<file path="config.mk">
export PLATFORM = sky130hd
export DESIGN_NAME = evstat_bank
export DESIGN_NICKNAME = d
export VERILOG_FILES = /design/src/rtl/evstat_pkg.sv /design/src/rtl/evstat_counter.sv /design/src/rtl/evstat_qual.sv /design/src/rtl/evstat_bank.sv
export SDC_FILE = /design/constraint.sdc
export NUM_CORES = 1
export LEC_CHECK = 0
export ABC_AREA = 1
export BUFFER_PORTS_ARGS = -buffer_cell sky130_fd_sc_hd__buf_2
export CAP_MARGIN = 30
export CORE_MARGIN = 4
export CORE_UTILIZATION = 55
export DETAILED_ROUTE_END_ITERATION = 10
export PLACE_DENSITY = 0.84
export SYNTH_ARGS = -nofsm -noshare
export SYNTH_HDL_FRONTEND = slang
export SYNTH_SLANG_ARGS = --single-unit
</file>
<file path="constraint.sdc">
create_clock -name clk -period 2.2 [get_ports clk]
set_input_delay 0 -clock clk [delete_from_list [all_inputs] [get_ports clk]]
set_output_delay 0 -clock clk [all_outputs]
set_load 0.1 [all_outputs]
</file>
<file path="src/rtl/evstat_pkg.sv">
package evstat_pkg;

   // Register indices; the counter block is contiguous and ordered by source pair
   localparam int IDX_ADDR_TGT = 7;
   localparam int IDX_RSSI_TH  = 9;
   localparam int IDX_SRC_SEL  = 19;
   localparam int IDX_CNT_BASE = 26;
   localparam int NUM_CNT      = 6;
   // Distance between the select bits of neighbouring counters
   localparam int SEL_STRIDE   = 4;

   typedef logic [NUM_CNT-1:0] src_vec_t;

endpackage

</file>
<file path="src/rtl/evstat_counter.sv">
module evstat_counter #(
   parameter int CNT_W    = 32,
   parameter bit SATURATE = 1'b1
) (
   input  logic             clk,
   input  logic             rst_n,
   input  logic             clr,
   input  logic             inc,
   output logic [CNT_W-1:0] cnt
);

   localparam logic [CNT_W-1:0] CNT_MAX = '1;

   logic [CNT_W-1:0] cnt_next;

   generate
      if (SATURATE) begin : g_sat
         always_comb begin
            cnt_next = cnt;
            if (inc && cnt != CNT_MAX) cnt_next = cnt + CNT_W'(1);
         end
      end else begin : g_wrap
         always_comb begin
            cnt_next = cnt;
            if (inc) cnt_next = cnt + CNT_W'(1);
         end
      end
   endgenerate

   always_ff @(posedge clk or negedge rst_n) begin
      if (!rst_n)   cnt <= '0;
      else if (clr) cnt <= '0;
      else          cnt <= cnt_next;
   end

   // a clear wins over a coincident event
   a_r9_clear_wins: assert property (@(posedge clk) disable iff (!rst_n)
      clr |=> cnt == '0);

   // one step per selected event below the cap
   a_r3_count_step: assert property (@(posedge clk) disable iff (!rst_n)
      (!clr && inc && cnt != CNT_MAX) |=> cnt == $past(cnt) + CNT_W'(1));

   // no event, no change
   a_r11_hold_idle: assert property (@(posedge clk) disable iff (!rst_n)
      (!clr && !inc) |=> $stable(cnt));

   generate
      if (SATURATE) begin : g_sat_chk
         // stays at the cap
         a_r10_saturate: assert property (@(posedge clk) disable iff (!rst_n)
            (!clr && cnt == CNT_MAX) |=> cnt == CNT_MAX);
      end
   endgenerate

endmodule

</file>
<file path="src/rtl/evstat_qual.sv">
module evstat_qual
   import evstat_pkg::*;
#(
   parameter int ADDR_CMP_W = 32,
   parameter int RSSI_W     = 11
) (
   input  logic                  clk,
   input  logic                  rst_n,
   input  logic                  ev_short_pre,
   input  logic                  ev_long_pre,
   input  logic                  ev_tx_start,
   input  logic                  ev_tx_done,
   input  logic                  ev_hdr_strobe,
   input  logic                  hdr_valid,
   input  logic                  ev_gain_change,
   input  logic                  ev_agc_lock,
   input  logic                  ev_tx_need_ack,
   input  logic                  ev_decode_done,
   input  logic                  crc_ok,
   input  logic [ADDR_CMP_W-1:0] rx_sender_lo,
   input  logic                  rx_to_self,
   input  logic                  rx_is_data,
   input  logic [ADDR_CMP_W-1:0] addr_tgt,
   input  logic [RSSI_W-1:0]     rssi,
   input  logic [RSSI_W-1:0]     rssi_th,
   output src_vec_t              src_lo,
   output src_vec_t              src_hi
);

   logic above_now, above_q, rssi_rise;
   logic frame_hit;

   assign above_now = rssi > rssi_th;
   assign rssi_rise = above_now && !above_q;

   always_ff @(posedge clk or negedge rst_n) begin
      if (!rst_n) above_q <= 1'b0;
      else        above_q <= above_now;
   end

   assign frame_hit = ev_decode_done && rx_to_self && rx_is_data
                      && (rx_sender_lo == addr_tgt);

   // Bit k feeds the counter at index IDX_CNT_BASE + k
   assign src_lo = {frame_hit && crc_ok, frame_hit,
                    ev_hdr_strobe && hdr_valid, ev_hdr_strobe,
                    ev_long_pre, ev_short_pre};
   assign src_hi = {ev_tx_need_ack, ev_agc_lock, ev_gain_change,
                    rssi_rise, ev_tx_done, ev_tx_start};

   // a crossing is never two cycles long
   a_r8_single_pulse: assert property (@(posedge clk) disable iff (!rst_n)
      src_hi[2] |=> !src_hi[2]);

   // a CRC-good qualified frame is also a qualified frame
   a_r7_subset: assert property (@(posedge clk) disable iff (!rst_n)
      src_lo[5] |-> src_lo[4]);

endmodule

</file>
<file path="src/rtl/evstat_bank.sv">
module evstat_bank
   import evstat_pkg::*;
#(
   parameter int IDX_W      = 6,
   parameter int DATA_W     = 32,
   parameter int CNT_W      = 32,
   parameter int ADDR_CMP_W = 32,
   parameter int RSSI_W     = 11,
   parameter bit SATURATE   = 1'b1
) (
   input  logic                  clk,
   input  logic                  rst_n,
   input  logic                  reg_wr,
   input  logic                  reg_rd,
   input  logic [IDX_W-1:0]      reg_idx,
   input  logic [DATA_W-1:0]     reg_wdata,
   output logic [DATA_W-1:0]     reg_rdata,
   input  logic                  ev_short_pre,
   input  logic                  ev_long_pre,
   input  logic                  ev_tx_start,
   input  logic                  ev_tx_done,
   input  logic                  ev_hdr_strobe,
   input  logic                  hdr_valid,
   input  logic                  ev_gain_change,
   input  logic                  ev_agc_lock,
   input  logic                  ev_tx_need_ack,
   input  logic                  ev_decode_done,
   input  logic                  crc_ok,
   input  logic [ADDR_CMP_W-1:0] rx_sender_lo,
   input  logic                  rx_to_self,
   input  logic                  rx_is_data,
   input  logic [RSSI_W-1:0]     rssi
);

   localparam int IDX_SPAN = 1 << IDX_W;
   localparam int SEL_TOP  = SEL_STRIDE * (NUM_CNT - 1);

   // Elaboration-time parameter checks
   generate
      if (CNT_W < 1 || CNT_W > DATA_W) begin : g_bad_cnt_w
         $error("evstat_bank: CNT_W must be 1..DATA_W");
      end
      if (ADDR_CMP_W > DATA_W) begin : g_bad_addr_w
         $error("evstat_bank: ADDR_CMP_W exceeds DATA_W");
      end
      if (RSSI_W > DATA_W) begin : g_bad_rssi_w
         $error("evstat_bank: RSSI_W exceeds DATA_W");
      end
      if (IDX_SPAN < IDX_CNT_BASE + NUM_CNT) begin : g_bad_idx_w
         $error("evstat_bank: IDX_W too narrow for counter indices");
      end
      if (SEL_TOP >= DATA_W) begin : g_bad_sel
         $error("evstat_bank: select bits do not fit in DATA_W");
      end
   endgenerate

   logic [DATA_W-1:0] addr_tgt_q, rssi_th_q, src_sel_q;
   src_vec_t          src_lo, src_hi, cnt_inc, cnt_clr;
   logic [CNT_W-1:0]  cnt [NUM_CNT];
   logic [DATA_W-1:0] rd_mux;

   always_ff @(posedge clk or negedge rst_n) begin
      if (!rst_n) begin
         addr_tgt_q <= '0;
         rssi_th_q  <= '0;
         src_sel_q  <= '0;
      end else if (reg_wr) begin
         if (reg_idx == IDX_W'(IDX_ADDR_TGT)) addr_tgt_q <= reg_wdata;
         if (reg_idx == IDX_W'(IDX_RSSI_TH))  rssi_th_q  <= reg_wdata;
         if (reg_idx == IDX_W'(IDX_SRC_SEL))  src_sel_q  <= reg_wdata;
      end
   end

   evstat_qual #(
      .ADDR_CMP_W (ADDR_CMP_W),
      .RSSI_W     (RSSI_W)
   ) u_qual (
      .clk            (clk),
      .rst_n          (rst_n),
      .ev_short_pre   (ev_short_pre),
      .ev_long_pre    (ev_long_pre),
      .ev_tx_start    (ev_tx_start),
      .ev_tx_done     (ev_tx_done),
      .ev_hdr_strobe  (ev_hdr_strobe),
      .hdr_valid      (hdr_valid),
      .ev_gain_change (ev_gain_change),
      .ev_agc_lock    (ev_agc_lock),
      .ev_tx_need_ack (ev_tx_need_ack),
      .ev_decode_done (ev_decode_done),
      .crc_ok         (crc_ok),
      .rx_sender_lo   (rx_sender_lo),
      .rx_to_self     (rx_to_self),
      .rx_is_data     (rx_is_data),
      .addr_tgt       (addr_tgt_q[ADDR_CMP_W-1:0]),
      .rssi           (rssi),
      .rssi_th        (rssi_th_q[RSSI_W-1:0]),
      .src_lo         (src_lo),
      .src_hi         (src_hi)
   );

   generate
      for (genvar g = 0; g < NUM_CNT; g++) begin : g_cnt
         assign cnt_clr[g] = reg_wr && (reg_idx == IDX_W'(IDX_CNT_BASE + g));
         assign cnt_inc[g] = src_sel_q[SEL_STRIDE*g] ? src_hi[g] : src_lo[g];

         evstat_counter #(
            .CNT_W    (CNT_W),
            .SATURATE (SATURATE)
         ) u_cnt (
            .clk   (clk),
            .rst_n (rst_n),
            .clr   (cnt_clr[g]),
            .inc   (cnt_inc[g]),
            .cnt   (cnt[g])
         );
      end
   endgenerate

   always_comb begin
      rd_mux = '0;
      if (reg_idx == IDX_W'(IDX_ADDR_TGT)) rd_mux = addr_tgt_q;
      if (reg_idx == IDX_W'(IDX_RSSI_TH))  rd_mux = rssi_th_q;
      if (reg_idx == IDX_W'(IDX_SRC_SEL))  rd_mux = src_sel_q;
      for (int i = 0; i < NUM_CNT; i++) begin
         if (reg_idx == IDX_W'(IDX_CNT_BASE + i)) rd_mux = DATA_W'(cnt[i]);
      end
   end

   always_ff @(posedge clk or negedge rst_n) begin
      if (!rst_n)      reg_rdata <= '0;
      else if (reg_rd) reg_rdata <= rd_mux;
   end

   // read data only moves on a read strobe
   a_r2_rdata_hold: assert property (@(posedge clk) disable iff (!rst_n)
      !reg_rd |=> $stable(reg_rdata));

endmodule

</file>
* Yosys cells after proc, flatten, opt, wreduce, memory -nomap -nowiden
Cells that the tools add are included.
Storage, ports and cells: output and inout bits 32, word-level logic and storage cells 89, register bits after elaboration 321
Cells by class: equal/unequal tests 16, $lt $le $gt $ge 1, reduce and logical (&&, ||, !) cells 28, add/subtract/negate cells 6, multiplexer cells 27
Operators by type and width (count):
- two-way mux 32 bit | 21
- adder 32 x 1 -> 32 bit (second input constant) | 6
- != test 32 bit (second input constant) | 6
- == test 6 x 5 -> 1 bit (second input constant) | 7
- == test 32 bit | 1
- logical AND 1 bit | 18
- nonzero test 2 bit | 6
- greater-than comparator 11 bit | 1
- == test 6 x 3 -> 1 bit (second input constant) | 1
- == test 6 x 4 -> 1 bit (second input constant) | 1
- two-way mux 1 bit | 6
- AND reduction 2 bit | 3
- logical NOT 1 bit | 1

* Depth between registers and ports, before layout
word-level depth 10, mapped depth 15, gate-level depth less buffers 14

* By module
From an unflattened synthesis, not the netlist that was laid out.
Unflattened totals: cell total of the unflattened synthesis 3379, area total of the unflattened synthesis 21833.4 um^2
Modules (own cells, without submodules):
- evstat_counter | seq. area each 800.8 um^2, area each 2243.4 um^2, times used 6, cells an instance 345
- evstat_bank | seq. area each 3203.1 um^2, area each 7377.1 um^2, times used 1, cells an instance 1113
- evstat_qual | seq. area each 25.0 um^2, area each 996.0 um^2, times used 1, cells an instance 196

* Worst setup path after synthesis
No wires, ideal clock.
kind register -> register, start point reg g_cnt[4].u_cnt.cnt[0], end point reg g_cnt[4].u_cnt.cnt[17], arrival 1.753 ns, cell stages (with the launch flop) 14, data required time 2.084 ns, path slack 0.330 ns, setup time 0.116 ns, path buffers 1, path through dfrtp_1 -> ha_1 -> nand2_2 -> nor3_2 -> nand2_2 -> nor2_2 -> nand2_1 -> nor2_2 -> nand3_2 -> nand3_4 -> nand2_4 -> buf_6 -> nand2_1 -> nand2_1
On the way: longest elaborated chain between the ends 3, elaborated cells between the ends (all ways) 6
RTL lines:
- start, declared | RTL line evstat_counter.sv:9 | output logic [CNT_W-1:0] cnt
- start signal, assigned | RTL line evstat_counter.sv:33 | else cnt <= cnt_next;
- adder 32 x 1 -> 32 bit or != test 32 bit (tied branches) | RTL line evstat_counter.sv:20 | if (inc && cnt != CNT_MAX) cnt_next = cnt + CNT_W'(1);
- two-way mux 32 bit or logical AND 1 bit (tied branches) | RTL line evstat_counter.sv:20
- two-way mux 32 bit or nonzero test 2 bit (tied branches)
Parallel ways exist; a longest one is shown, timed or not. The select of a mux whose other input is x is not followed. A chain may end at the register's enable or synchronous reset.

* Worst setup path after layout
start point reg g_cnt[0].u_cnt.cnt[0], end point reg g_cnt[0].u_cnt.cnt[25]
On the way: longest elaborated chain between the ends 3, elaborated cells between the ends (all ways) 6
RTL lines (RTL line):
- start, declared | evstat_counter.sv:9
- start signal, assigned | evstat_counter.sv:33
- adder 32 x 1 -> 32 bit or != test 32 bit (tied branches) | evstat_counter.sv:20
- two-way mux 32 bit or logical AND 1 bit (tied branches) | evstat_counter.sv:20
- two-way mux 32 bit or nonzero test 2 bit (tied branches)
Parallel ways exist; a longest one is shown, timed or not. The select of a mux whose other input is x is not followed.

==> flow_summary.toml <==
[yosys]
synth.mux.area_fraction_pct = 0.0536
yosysWarnings = 0
synth_top_family_by_area = "simple AND/OR/NAND/NOR gates"
ys_async_sr_fraction_pct = 100
synth_edf_count = 0
ys_ff_latch = 321
syn-cell-area_sq_um = 21000
syn_nets = 3224
synth-compound-area-share_pct = 7.55
seq_area_frac_synth_pct = 38.2
avgSynthCellArea_sq_um = 6.76
ys_types = 43
yosys.area_share.simple_pct = 37.6
synthAdderAreaFrac_pct = 1.01
synthXorXnorAreaFrac_pct = 6.00
ys.flop_type = "dfrtp_1"
netlist_instances = 3109

[power]
vdd_drop_max_v = 0.000494
power_density_nw_per_um2 = 737
leakagePower_nw = 11.8
power.total_mw = 18.1

[setup_path]
critPathKind = "reg -> reg"
start_kind = "flip-flop"
end_kind = "flip-flop"
cp_slowest_cell = "dfrtp_1"
critPathMostFrequentCell = "nand2_1"
critPathMaxFanout = 17
arrival_ps = 2580
critical_path.max_stage_delay_ps = 390
worstPathRequired_ps = 2620
worstPathCellList = "ha_1 -> nand3_1 -> inv_1 -> nand2_1 -> nor2_2 -> nand2_1 -> nand2_1 -> nand2_1 -> clkinv_2 -> nand2_1 -> o31ai_1"

[die]
std_cell_rows = 71
die_w_microns = 204
start_util_pct = 55.8
dieArea_sq_um = 41400
core_sq_um = 37700
die_y_microns = 204
ioPinCount = 130

[timing]
rsz0062_at_grt = "yes"
fin_skew_ps = 14.1
hold_viol_final = 0
finalCritPeriodShare_pct = 98.1
tns_ps = 0
worstMarginPinSlew_ps = 917
timing.final.ws_setup_ps = 41.4
slew_viol_final = 0
fmax_mhz = 463
setup_violations = 0
slew_headroom_pct = 38.8
min_period_ps = 2160

[global_route]
grt_pass1_vias = 20500
grtUsageTotal_pct = 34.1
use_met1_pct = 47.8
gr-usage-met2_pct = 50.8
grt_overflow_total = 0
grt_busiest_layer = "met2"
antenna_found_initial = 3
grt_max_degree = 67
grt_pass1_wl_microns = 112000
grt_use_met3_pct = 8.05

[finish]
regArea_sq_um = 8030
multi_input_area_sq_um = 11100
final_cell_mix = "nand2_1, inv_1, nor2_1, dfrtp_1, nand3_1"
layout_commonest_cell = "nand2_1"
syn_to_final_growth_pct = 17.0
nNetsFinal = 3436
drive_above_1_share_pct = 11.6
fillCellCount = 3421

[drt]
drc_errors = 0
first_pass_iters = 7
drt_wl_total_microns = 71200
first_iter_violations = 2500
wl_per_cell_microns = 18.4
drt-vias-per-instance = 5.66
vias = 21900
ant_nets = 0

[clocking]
clkLatencyLatePin_ps = 560
clk_pin_slew_worst_paths_ps = 60
cts_tree = "done"
clock-root-buffer = "clkbuf_16"
cts_buffer_depth = 3
htree_levels = 2
cts_sinks = 321
cts-buffers-inserted = 39

[min_path]
hold_class = "in -> reg"

[job]
drv_cap = 0

[place]
io_buffers = 129
hpwl_microns = 52600
place_congestion = 1.07
place_ws_ps = -271

[outcome]
status = "complete, no violations"
-- sequential cells by signal (all words and copies together), names as in the netlist --
register	count
addr_tgt_q	32
g_cnt.u_cnt.cnt	192
reg_rdata	32
rssi_th_q	32
src_sel_q	32
u_qual.above_q	1
-- Yosys cell counts, types with 14 or more instances --
master / number / area [sq um]
xor2_1: 108 / 946
nand4_1: 114 / 713
buf_6: 16 / 180
nand2_1: 1000 / 3750
o21ai_0: 168 / 841
nand3_1: 222 / 1110
xnor2_1: 36 / 315
a21oi_1: 51 / 255
buf_2: 37 / 185
o31ai_1: 26 / 195
o21ai_1: 40 / 200
nor2_1: 348 / 1310
ha_1: 17 / 213
inv_1: 342 / 1280
nor3_1: 105 / 526
nor4_1: 14 / 87.6
clkbuf_1: 54 / 203
dfrtp_1: 321 / 8030
-- repair_timing --
action / 4_1_cts / 5_1_grt
pin swaps: 0 / 5
hold buffers: 36 / 0
cloned: 0 / 1
resized for setup: 9 / 27
hold endpoints to repair: 422 / 0
endpoints found under the setup margin: 52 / 99
buffers inserted: 0 / 4
-- critical path: cells and delay by family (launching register included) --
kind / cells / cell delay (ps)
AND/OR/NAND/NOR: 7 / 930
flip-flops: 1 / 390
buffers and inverters: 2 / 350
adder cells (fa/ha/maj): 1 / 250
AO/OA/AOI/OAI: 1 / 90
-- per-layer routing --
layer,share of wire [%],vias to the layer above
met2,44,1223
met4,4.6,4
met1,41,10100
li1,-,10400
met3,11,194
met5,0.035,-
-- cells by family after synthesis --
family / count (synthesis)
xor+xnor: 144
mux: 1
simple gates: 1854
fa+ha+maj: 17
flops: 321
buf+inv: 474
compound gates: 298
-- cell type report --
type	count	share of cell area [%]
sequential	321	32.7
clock inverter	17	0.900
multi-input combinational	2315	45.3
timing repair buffer	290	8.69
tap	511	2.60
antenna	2	0.0203
inverter	354	5.41
clock buffer	52	4.46
-- metrics by stage --
stage	cells	utilization (%)	hold slack, ps	area [sq um]
floorplan	3109	-	-296	21000
global placement	3750	60.3	-33.9	22700
detailed placement	3750	60.3	-39.1	22700
CTS	3855	64.9	10.3	24400
global route	3861	65.3	88.0	24600
finish	3862	65.3	43.8	24600
-- report_power, final --
part / switching [mW] / internal [mW] / leakage, nW
clock network: 2.69 / 4.09 / 0.643
registers: 0.918 / 6.70 / 4.33
logic: 2.37 / 1.36 / 6.86
-- worst paths after layout --
check | depth (start not counted) | slack [ps] | startpoint | to
max in group asynchronous | 3 | 1680 | rst_n | g_cnt[5].u_cnt.cnt[29]
min | 6 | 40 | ev_tx_need_ack | g_cnt[5].u_cnt.cnt[18]
max reg2reg | 11 | 40 | g_cnt[0].u_cnt.cnt[0] | g_cnt[0].u_cnt.cnt[25]
min in group asynchronous | 3 | 100 | rst_n | g_cnt[4].u_cnt.cnt[18]
min reg2reg | 2 | 480 | reg_rdata[29] | reg_rdata[29]
max | 11 | 40 | g_cnt[0].u_cnt.cnt[0] | g_cnt[0].u_cnt.cnt[25]
Note: power is estimated with default switching activity, not from simulation.
